`src/rtl/serial_rx_pkg.sv`:
```
package serial_rx_pkg;
  typedef enum logic [2:0] {
    ST_IDLE,
    ST_START,
    ST_DATA,
    ST_PAR,
    ST_STOP,
    ST_HOLD
  } rx_state_e;

  typedef struct packed {
    logic par_err;
    logic frm_err;
  } rx_flags_t;
endpackage

```
`src/rtl/serial_rx_sync.sv`:
```
module serial_rx_sync (
  input  logic clk_i,
  input  logic rst_ni,
  input  logic rxd_i,
  output logic rx_o,
  output logic fall_o
);
  logic meta_q, sync_q, prev_q;

  always_ff @(posedge clk_i or negedge rst_ni) begin
    if (!rst_ni) begin
      meta_q <= 1'b1;
      sync_q <= 1'b1;
      prev_q <= 1'b1;
    end else begin
      meta_q <= rxd_i;
      sync_q <= meta_q;
      prev_q <= sync_q;
    end
  end

  assign rx_o   = sync_q;
  assign fall_o = prev_q & ~sync_q;
endmodule

```
`src/rtl/serial_rx_baud.sv`:
```
module serial_rx_baud #(
  parameter int DIV_W = 16
) (
  input  logic             clk_i,
  input  logic             rst_ni,
  input  logic             run_i,
  input  logic [DIV_W-1:0] div_i,
  output logic             tick_o
);
  logic [DIV_W-1:0] cnt_q;
  logic             wrap;

  assign wrap   = (cnt_q == div_i);
  assign tick_o = run_i & wrap;

  always_ff @(posedge clk_i or negedge rst_ni) begin
    if (!rst_ni)               cnt_q <= '0;
    else if (!run_i || wrap)   cnt_q <= '0;
    else                       cnt_q <= cnt_q + DIV_W'(1);
  end


  tick_gap_chk: assert property (@(posedge clk_i) disable iff (!rst_ni)
    (tick_o && div_i != '0 && $stable(div_i)) |=> !tick_o);
endmodule

```
`src/rtl/serial_rx_frame.sv`:
```
module serial_rx_frame
  import serial_rx_pkg::*;
#(
  parameter int DW  = 8,
  parameter int OVS = 8
) (
  input  logic          clk_i,
  input  logic          rst_ni,
  input  logic          rx_i,
  input  logic          fall_i,
  input  logic          tick_i,
  input  logic          par_en_i,
  input  logic          par_odd_i,
  output logic          run_o,
  output logic          done_o,
  output logic          brk_o,
  output logic [DW-1:0] data_o,
  output rx_flags_t     flags_o
);
  localparam int TW  = (OVS > 1) ? $clog2(OVS) : 1;
  localparam int BW  = (DW > 1) ? $clog2(DW) : 1;
  localparam int MID = OVS / 2 - 1;

  rx_state_e     state_q;
  logic [TW-1:0] t_q;
  logic [BW-1:0] bi_q;
  logic [DW-1:0] sh_q;
  logic          pbit_q, zero_q, done_q, brk_q;
  rx_flags_t     flags_q;
  logic          mid, eob, pe_calc;

  assign mid     = tick_i && (t_q == TW'(MID));
  assign eob     = tick_i && (t_q == TW'(OVS - 1));
  assign pe_calc = par_en_i && (pbit_q != ((^sh_q) ^ par_odd_i));
  assign run_o   = (state_q != ST_IDLE) && (state_q != ST_HOLD);

  always_ff @(posedge clk_i or negedge rst_ni) begin
    if (!rst_ni) begin
      state_q <= ST_IDLE;
      t_q     <= '0;
      bi_q    <= '0;
      sh_q    <= '0;
      pbit_q  <= 1'b0;
      zero_q  <= 1'b1;
      done_q  <= 1'b0;
      brk_q   <= 1'b0;
      flags_q <= '0;
    end else begin
      done_q <= 1'b0;
      brk_q  <= 1'b0;
      if (tick_i) t_q <= eob ? '0 : t_q + TW'(1);
      case (state_q)
        ST_IDLE: begin
          t_q <= '0;
          if (fall_i) begin
            state_q <= ST_START;
            zero_q  <= 1'b1;
          end
        end
        ST_START: begin
          if (mid && rx_i) state_q <= ST_IDLE;
          else if (eob) begin
            state_q <= ST_DATA;
            bi_q    <= '0;
          end
        end
        ST_DATA: begin
          if (mid) begin
            sh_q   <= {rx_i, sh_q[DW-1:1]};
            zero_q <= zero_q & ~rx_i;
          end
          if (eob) begin
            if (bi_q == BW'(DW - 1)) state_q <= par_en_i ? ST_PAR : ST_STOP;
            else                     bi_q    <= bi_q + BW'(1);
          end
        end
        ST_PAR: begin
          if (mid) begin
            pbit_q <= rx_i;
            zero_q <= zero_q & ~rx_i;
          end
          if (eob) state_q <= ST_STOP;
        end
        ST_STOP: begin
          if (mid) begin
            if (rx_i) begin
              done_q  <= 1'b1;
              flags_q <= '{par_err: pe_calc, frm_err: 1'b0};
              state_q <= ST_IDLE;
            end else if (zero_q) begin
              brk_q   <= 1'b1;
              state_q <= ST_HOLD;
            end else begin
              done_q  <= 1'b1;
              flags_q <= '{par_err: pe_calc, frm_err: 1'b1};
              state_q <= ST_HOLD;
            end
          end
        end
        ST_HOLD: if (rx_i) state_q <= ST_IDLE;
        default: state_q <= ST_IDLE;
      endcase
    end
  end

  assign done_o  = done_q;
  assign brk_o   = brk_q;
  assign data_o  = sh_q;
  assign flags_o = flags_q;


  brk_excl_chk: assert property (@(posedge clk_i) disable iff (!rst_ni)
    brk_o |-> !done_o);


  done_after_run_chk: assert property (@(posedge clk_i) disable iff (!rst_ni)
    (done_o || brk_o) |-> $past(run_o));
endmodule

```
`src/rtl/serial_rx.sv`:
```
module serial_rx
  import serial_rx_pkg::*;
#(
  parameter int DIV_W = 16,
  parameter int DW    = 8,
  parameter int OVS   = 8
) (
  input  logic             clk_i,
  input  logic             rst_ni,
  input  logic             rxd_i,
  input  logic [DIV_W-1:0] baud_div_i,
  input  logic             par_en_i,
  input  logic             par_odd_i,
  output logic             m_valid_o,
  input  logic             m_ready_i,
  output logic [DW-1:0]    m_data_o,
  output logic             par_err_o,
  output logic             frm_err_o,
  output logic             ovr_err_o,
  output logic             brk_o
);
  logic          rx_s, fall, tick, run, done, brk_pulse;
  logic [DW-1:0] fr_data;
  rx_flags_t     fr_flags;

  logic          valid_q, ovr_q, brk_q;
  logic [DW-1:0] data_q;
  rx_flags_t     flags_q;
  logic          rd;

  serial_rx_sync u_sync (
    .clk_i  (clk_i),
    .rst_ni (rst_ni),
    .rxd_i  (rxd_i),
    .rx_o   (rx_s),
    .fall_o (fall)
  );

  serial_rx_baud #(.DIV_W(DIV_W)) u_baud (
    .clk_i  (clk_i),
    .rst_ni (rst_ni),
    .run_i  (run),
    .div_i  (baud_div_i),
    .tick_o (tick)
  );

  serial_rx_frame #(.DW(DW), .OVS(OVS)) u_frame (
    .clk_i     (clk_i),
    .rst_ni    (rst_ni),
    .rx_i      (rx_s),
    .fall_i    (fall),
    .tick_i    (tick),
    .par_en_i  (par_en_i),
    .par_odd_i (par_odd_i),
    .run_o     (run),
    .done_o    (done),
    .brk_o     (brk_pulse),
    .data_o    (fr_data),
    .flags_o   (fr_flags)
  );

  assign rd = valid_q & m_ready_i;

  always_ff @(posedge clk_i or negedge rst_ni) begin
    if (!rst_ni) begin
      valid_q <= 1'b0;
      ovr_q   <= 1'b0;
      data_q  <= '0;
      flags_q <= '0;
    end else if (done) begin
      valid_q <= 1'b1;
      data_q  <= fr_data;
      flags_q <= fr_flags;
      ovr_q   <= valid_q & ~rd;
    end else if (rd) begin
      valid_q <= 1'b0;
      ovr_q   <= 1'b0;
      flags_q <= '0;
    end
  end

  always_ff @(posedge clk_i or negedge rst_ni) begin
    if (!rst_ni)        brk_q <= 1'b0;
    else if (brk_pulse) brk_q <= 1'b1;
    else if (rx_s)      brk_q <= 1'b0;
  end

  assign m_valid_o = valid_q;
  assign m_data_o  = data_q;
  assign par_err_o = flags_q.par_err;
  assign frm_err_o = flags_q.frm_err;
  assign ovr_err_o = ovr_q;
  assign brk_o     = brk_q;


  ovr_set_chk: assert property (@(posedge clk_i) disable iff (!rst_ni)
    (m_valid_o && !m_ready_i && done) |=> (ovr_err_o && m_valid_o));


  read_clear_chk: assert property (@(posedge clk_i) disable iff (!rst_ni)
    (m_valid_o && m_ready_i && !done) |=> (!m_valid_o && !ovr_err_o && !par_err_o && !frm_err_o));


  read_collide_chk: assert property (@(posedge clk_i) disable iff (!rst_ni)
    (m_valid_o && m_ready_i && done) |=> (m_valid_o && !ovr_err_o));


  hold_stable_chk: assert property (@(posedge clk_i) disable iff (!rst_ni)
    (m_valid_o && !m_ready_i && !done) |=> (m_valid_o && $stable(m_data_o)));
endmodule

```
`config.mk`:
```
export PLATFORM = sky130hd
export DESIGN_NAME = serial_rx
export DESIGN_NICKNAME = d
export VERILOG_FILES = /design/src/rtl/serial_rx_pkg.sv /design/src/rtl/serial_rx_sync.sv /design/src/rtl/serial_rx_baud.sv /design/src/rtl/serial_rx_frame.sv /design/src/rtl/serial_rx.sv
export SDC_FILE = /design/constraint.sdc
export NUM_CORES = 1
export LEC_CHECK = 0
export BUFFER_PORTS_ARGS = -buffer_cell sky130_fd_sc_hd__buf_4
export CAP_MARGIN = 10
export CELL_PAD_IN_SITES_DETAIL_PLACEMENT = 1
export CELL_PAD_IN_SITES_GLOBAL_PLACEMENT = 1
export CORE_MARGIN = 5
export CORE_UTILIZATION = 46
export DETAILED_ROUTE_END_ITERATION = 6
export HOLD_SLACK_MARGIN = 0.1
export MAX_ROUTING_LAYER = met4
export PLACE_DENSITY_LB_ADDON = 0.1
export SLEW_MARGIN = 5
export SYNTH_ARGS = -nofsm -noshare
export SYNTH_HDL_FRONTEND = slang
export SYNTH_SLANG_ARGS = --single-unit
```
`constraint.sdc`:
```
create_clock -name clk_i -period 3 [get_ports clk_i]
set_clock_uncertainty 0.15 [all_clocks]
set_input_delay 0.15 -clock clk_i [delete_from_list [all_inputs] [get_ports clk_i]]
set_output_delay 0.15 -clock clk_i [all_outputs]
set_load 0.02 [all_outputs]
```
# Yosys cells after proc, flatten, opt, wreduce, memory -nomap -nowiden
# Index checks and enable logic that the tools add are counted.
# totals
out_inout_bits	13
input_bits	22
register_bits	55
# op_classes
n_mux	40
reduce_logical	22
eq_ne	23
n_addsub	3
bitwise_logic	8
# ops
op	count
$mux W3	17
$pmux W3 S6	1
$add A16 B1 Y16 const B	1
$eq A16 B16 Y1	1
$mux W16	1
$mux W1	15
$eq A3 B3 Y1 const B	4
$ne A2 B1 Y1 const B	6
$ne A2 B2 Y1 const B	5
$reduce_bool A2 Y1	5
$eq A3 B2 Y1 const B	3
$mux W2	4
$reduce_xor A8 Y1	1
$reduce_and A7 Y1	1
$add A3 B1 Y3 const B	2
$pmux W3 S2	1
$reduce_and A3 Y1	2
$and A1 B1 Y1	5
$logic_and A1 B1 Y1	5
$reduce_and A5 Y1	1
$reduce_and A2 Y1	2
$eq A3 B1 Y1 const B	1
$logic_not A3 Y1	1
$ne A3 B1 Y1 const B	1
other kinds (9)	10

# Longest topological paths before layout
# logic_depth
word_depth	7
depth_mapped	7

# Cells and area by module
# A second synthesis with hierarchy kept.
# unflattened
cells_unflattened	258
hier_area_um2	2854.0
# modules_own_cells
module	area_each_um2	cells_per_inst	n_inst	seq_area_each_um2
serial_rx_frame	1265.0	120	1	576.8
serial_rx_baud	994.7	101	1	400.4
serial_rx	501.7	33	1	325.3
serial_rx_sync	92.6	4	1	78.8

# Worst setup path before layout
# No wires, ideal clock.
# synth_path
kind	reg-to-reg
startpoint	register u_baud.cnt_q[9]
endpoint	register u_frame.bi_q[0]
n_path_buf	0
setup_ns	0.125
stages_incl_launch_ff	6
t_required_ns	2.725
setup_slack_ns	0.762
arrival_time_ns	1.963
path_cell_list	dfrtp_1 xor2_1 nor4_2 nand4_2 or4_4 mux2_4
# synth_between
elab_chain_len	6
elab_cells_between_ends	9
# synth_rtl
element	line	text
start: declaration	serial_rx_baud.sv:10	logic [DIV_W-1:0] cnt_q;
start signal: assignment	serial_rx_baud.sv:19	else cnt_q <= cnt_q + DIV_W'(1);
$eq A16 B16 Y1 *	serial_rx_baud.sv:13	assign wrap = (cnt_q == div_i);
$and A1 B1 Y1 *	serial_rx_baud.sv:14	assign tick_o = run_i & wrap;
$logic_and A1 B1 Y1	serial_rx_frame.sv:32	assign mid = tick_i && (t_q == TW'(MID));
$logic_and A1 B1 Y1	serial_rx_frame.sv:61	if (mid && rx_i) state_q <= ST_IDLE;
$ne A2 B2 Y1 (no line)	n/a	
$reduce_and A5 Y1 (no line) *	n/a	
end signal: assignment	serial_rx_frame.sv:74	else bi_q <= bi_q + BW'(1);
end: declaration	serial_rx_frame.sv:26	logic [BW-1:0] bi_q;
# Every way passes the cells marked *; elsewhere a longest branch is shown, timed or not.
# A chain may end at the register's enable or synchronous reset.

# Final worst setup path
# layout_path
startpoint	register u_baud.cnt_q[8]
endpoint	register u_frame.sh_q[3] (netlist: u_frame.data_o[3])
# layout_between
elab_chain_len	4
# layout_rtl
element	line	text
$eq A16 B16 Y1	serial_rx_baud.sv:13	
$and A1 B1 Y1	serial_rx_baud.sv:14	
$logic_and A1 B1 Y1	serial_rx_frame.sv:32	
$reduce_and A2 Y1 (no line)	n/a	
end signal: assignment	serial_rx_frame.sv:69	sh_q <= {rx_i, sh_q[DW-1:1]};
end: declaration	serial_rx_frame.sv:27	logic [DW-1:0] sh_q;
# No other way between the ends.

==> summary.md <==
### Outcome
* complete, no violations — status

### Timing
* 0 — final count of pins violating max slew
* 0.518 ns — worst-case setup margin in the final layout
* 0.540 — Relative slew margins
* 0.827 — Period Utilization, post-route
* 403 MHz — Max Freq
* 2.48 ns — Tmin final
* 0 — count of endpoints failing setup in the final report
* false — RSZ-0062 raised after global routing
* 0 — final-report hold violation count
* 0 ns — final setup TNS
* 0.690 ns — Worst-Margin Slew

### Detailed routing
* 0 — post-route DRC violation count
* 15.9 um — detail-routed net length per standard cell
* 6000 um — total wirelength of the detailed-routed design
* 2950 um — routed length on met2
* 2004 — overall via count from detail_route
* 29 — Initial DRC Count
* 4 — TritonRoute pass-1 iters
* 153 um — wire length on met3
* 0 — Routed Antenna Nets
* 2820 um — wl on met1
* met4 — highest metal layer used by the detailed router
* 5.30 — number of vias per cell

### GRT
* 0 — initial antenna violation count
* 10400 um — global-route wire length before repair
* 2116 — via count of the first global-routing pass
* 0.175 — overall routing resource usage
* 0 — total congestion overflow
* 56 — maximum number of pins on one net before global-route repair

### Floorplan
* 88.7 um — chip width
* 0.00596 mm2 — core area
* 35 — number of primary I/O pins
* 28 — Cell Rows
* 0.478 — starting density of the core
* 0.00787 mm2 — area of the die
* 88.7 um — die height

### Pwr
* 408 mW/mm2 — power density over the cells
* 0.00161 uW — leakage dissipation
* 0.215 mV — maximum resistive drop on vdd

### Logic synthesis
* 265 — number of instances in the synthesized netlist
* 0 — number of warning messages in the yosys log
* dfrtp_1 — predominant post-synthesis flop cell
* dfrtp_1 — dominant cell by count in the synthesized netlist
* 10.8 um2 — Syn Area/Cell
* dfrtp_1 — biggest area consumer among synthesized cells
* 46 — number of distinct library cells after synthesis
* 0.448 — area share of the leading cell type in the synthesized netlist
* 0.00285 mm2 — netlist area before placement
* 0.485 — sequential element share of the synthesized area
* 55 — Synth Register Bits
* 293 — Synthesized Nets
* dfrtp_1 45%, mux2_2 7.1%, xor2_1 6.8% — top cells by area, synth
* 0 — Post-synth EDFFs
* 1.00 — async set-reset flop share out of synthesis
* 51 x dfrtp_1, 30 x nor2_1, 22 x xor2_1 — commonest cells in the netlist

### Setup path
* 5 — worst r2r path cells
* u_baud.cnt_q[8] — reg2reg start
* u_frame.data_o[3] — reg-to-reg critical path endpoint
* reg -> reg — Worst Setup Path Type
* 0.52 ns — R2R Setup Slk
* 9 — largest fanout on the critical path
* dfrtp_1 — slowest CP cell
* 0.45 ns — delay of the slowest critical-path stage
* 2.54 ns — endpoint arrival time on the critical path
* xor2_1 > nor4_2 > and4_2 > nand3_1 > mux2_2 — list of cells traversed by the critical path
* register — launching element type of the critical path
* 3.05 ns — required time at the endpoint of the critical path
* register — endpoint class of the critical path

### Clock tree
* 0.31 ns — clock network latency to the later pin of the worst-skew pair
* 5 — TritonCTS Buffers
* 0 — Setup Buffers After CTS
* 55 — CTS sink cnt
* clkbuf_8 — clock root buffer
* 2 — worst-case clock buffer depth
* 4 — hold_buf cts
* 2 — total number of H-tree levels
* 0.10 ns — Clock Pin Slew Worst Setup and Hold Paths
* yes — TritonCTS clock tree
* 0 — total of cells resized after clock tree synthesis

### Layout
* 658 — number of filler cells placed in the layout
* 0.254 — fraction of layout instances using a drive strength above 1
* 16.0% — Syn-to-layout area delta
* 0.00331 mm2 — area of all placed cells without fillers
* 0.00138 mm2 — Register Area
* 330 — number of nets in the layout
* 0.00138 mm2 — combined area of the multi-input logic cells
* 0 — diode count

### Worst hold path
* reg -> reg — type of the tightest min-delay check
* 0 — cell depth of the worst min-delay path
* u_sync.rx_o — Min-Delay Endpoint
* u_sync.meta_q — worst min-delay path startpoint

### Job
* 0 — max capacitance violation total

### Placed design
* 0.00317 mm2 — total placed instance area
* 0.508 ns — worst slack at placement
* 34 — count of port buffers added during placement
* 0.778 — Routability Congestion
* 4390 um — hpwl dp

## metal layers
layer	global-route usage	vias to the layer above
li1	-	979
met1	0.228	995
met4	0.0495	0
met3	0.0335	7
met2	0.278	23
met5	-	-
## final cells by class
type,count,area share
clock buffers,5,0.0208
clock inverters,3,0.00681
inverters,12,0.0136
multi-input cells,188,0.419
flip-flops and latches,55,0.418
well taps,75,0.0284
repair buffers,40,0.0939
## worst max path at each step
stage	startpoint	end	slack, ns	cells after the start
floorplan	u_baud.cnt_q[9]	u_frame.bi_q[0]	0.76	5
finish	u_baud.cnt_q[8]	u_frame.data_o[3]	0.52	5
global route	u_baud.cnt_q[8]	u_frame.data_o[7]	0.36	5
CTS	u_baud.cnt_q[8]	u_frame.data_o[3]	0.47	5
global placement	u_baud.cnt_q[6]	u_frame.bi_q[0]	0.61	5
detailed placement	u_baud.cnt_q[8]	u_frame.data_o[3]	0.51	5
## kinds of logic (layout without fill, tap and decap cells)
logic type                 Yosys count  in the layout  share of synthesized area
adders and majority gates            6              6                     0.0263
AOI/OAI and AO/OA                   29             29                     0.0672
DFF                                 55             55                      0.485
xor gates and xnor gates            39             39                      0.125
muxes                               26             26                      0.101
and+or+nand+nor                     88             88                      0.166
buffers and inverters               22             60                     0.0294
## sequential cells by signal, summed over array words and instances (netlist names), 2 cells and up
signal,flops
m_data_o,8
u_frame.state_q,3
u_baud.cnt_q,16
u_frame.t_q,3
u_frame.data_o,8
u_frame.bi_q,3
u_frame.flags_o,2
## power by group
group / switching, uW / leakage, uW / internal [uW]
registers: 38.9 / 0.000695 / 769
logic: 58.1 / 0.000872 / 56.5
clock network: 258 / 0.0000485 / 168
## stage by stage
step	hold slack, ns	util	power, uW	std cells
final	0.221	0.555	1350	378
after global routing	0.231	0.555	1420	378
after CTS	0.221	0.555	1380	378
after detailed placement	0.102	0.533	937	366
after global placement	0.105	0.533	931	366
after floorplan	-0.296	-	875	265
## worst max-delay path: cells and delay by family, from the launching register on
| family | cells | cell delay [ns] |
|---|---|---|
| xor gates and xnor gates | 1 | 0.17 |
| DFF | 1 | 0.45 |
| muxes | 1 | 0.41 |
| and+or+nand+nor | 3 | 1.19 |
## cell usage in the layout, fill, tap and decap left out, types with 3 or more instances in the layout
cell / n
dfrtp_1: 51
buf_4: 36
nor2_1: 30
xor2_1: 22
mux2_2: 18
nand2_1: 17
xnor2_1: 16
inv_1: 12
nand3_1: 8
mux2i_1: 7
o21ai_0: 7
ha_1: 6
nand2b_1: 5
clkbuf_8: 5
nor4_2: 4
nor3_1: 4
a21oi_1: 4
dlygate4sd3_1: 4
dfstp_2: 4
nand4_1: 3
a31oi_1: 3
a21o_1: 3
o211ai_1: 3
(Power assumes the default switching activity.)
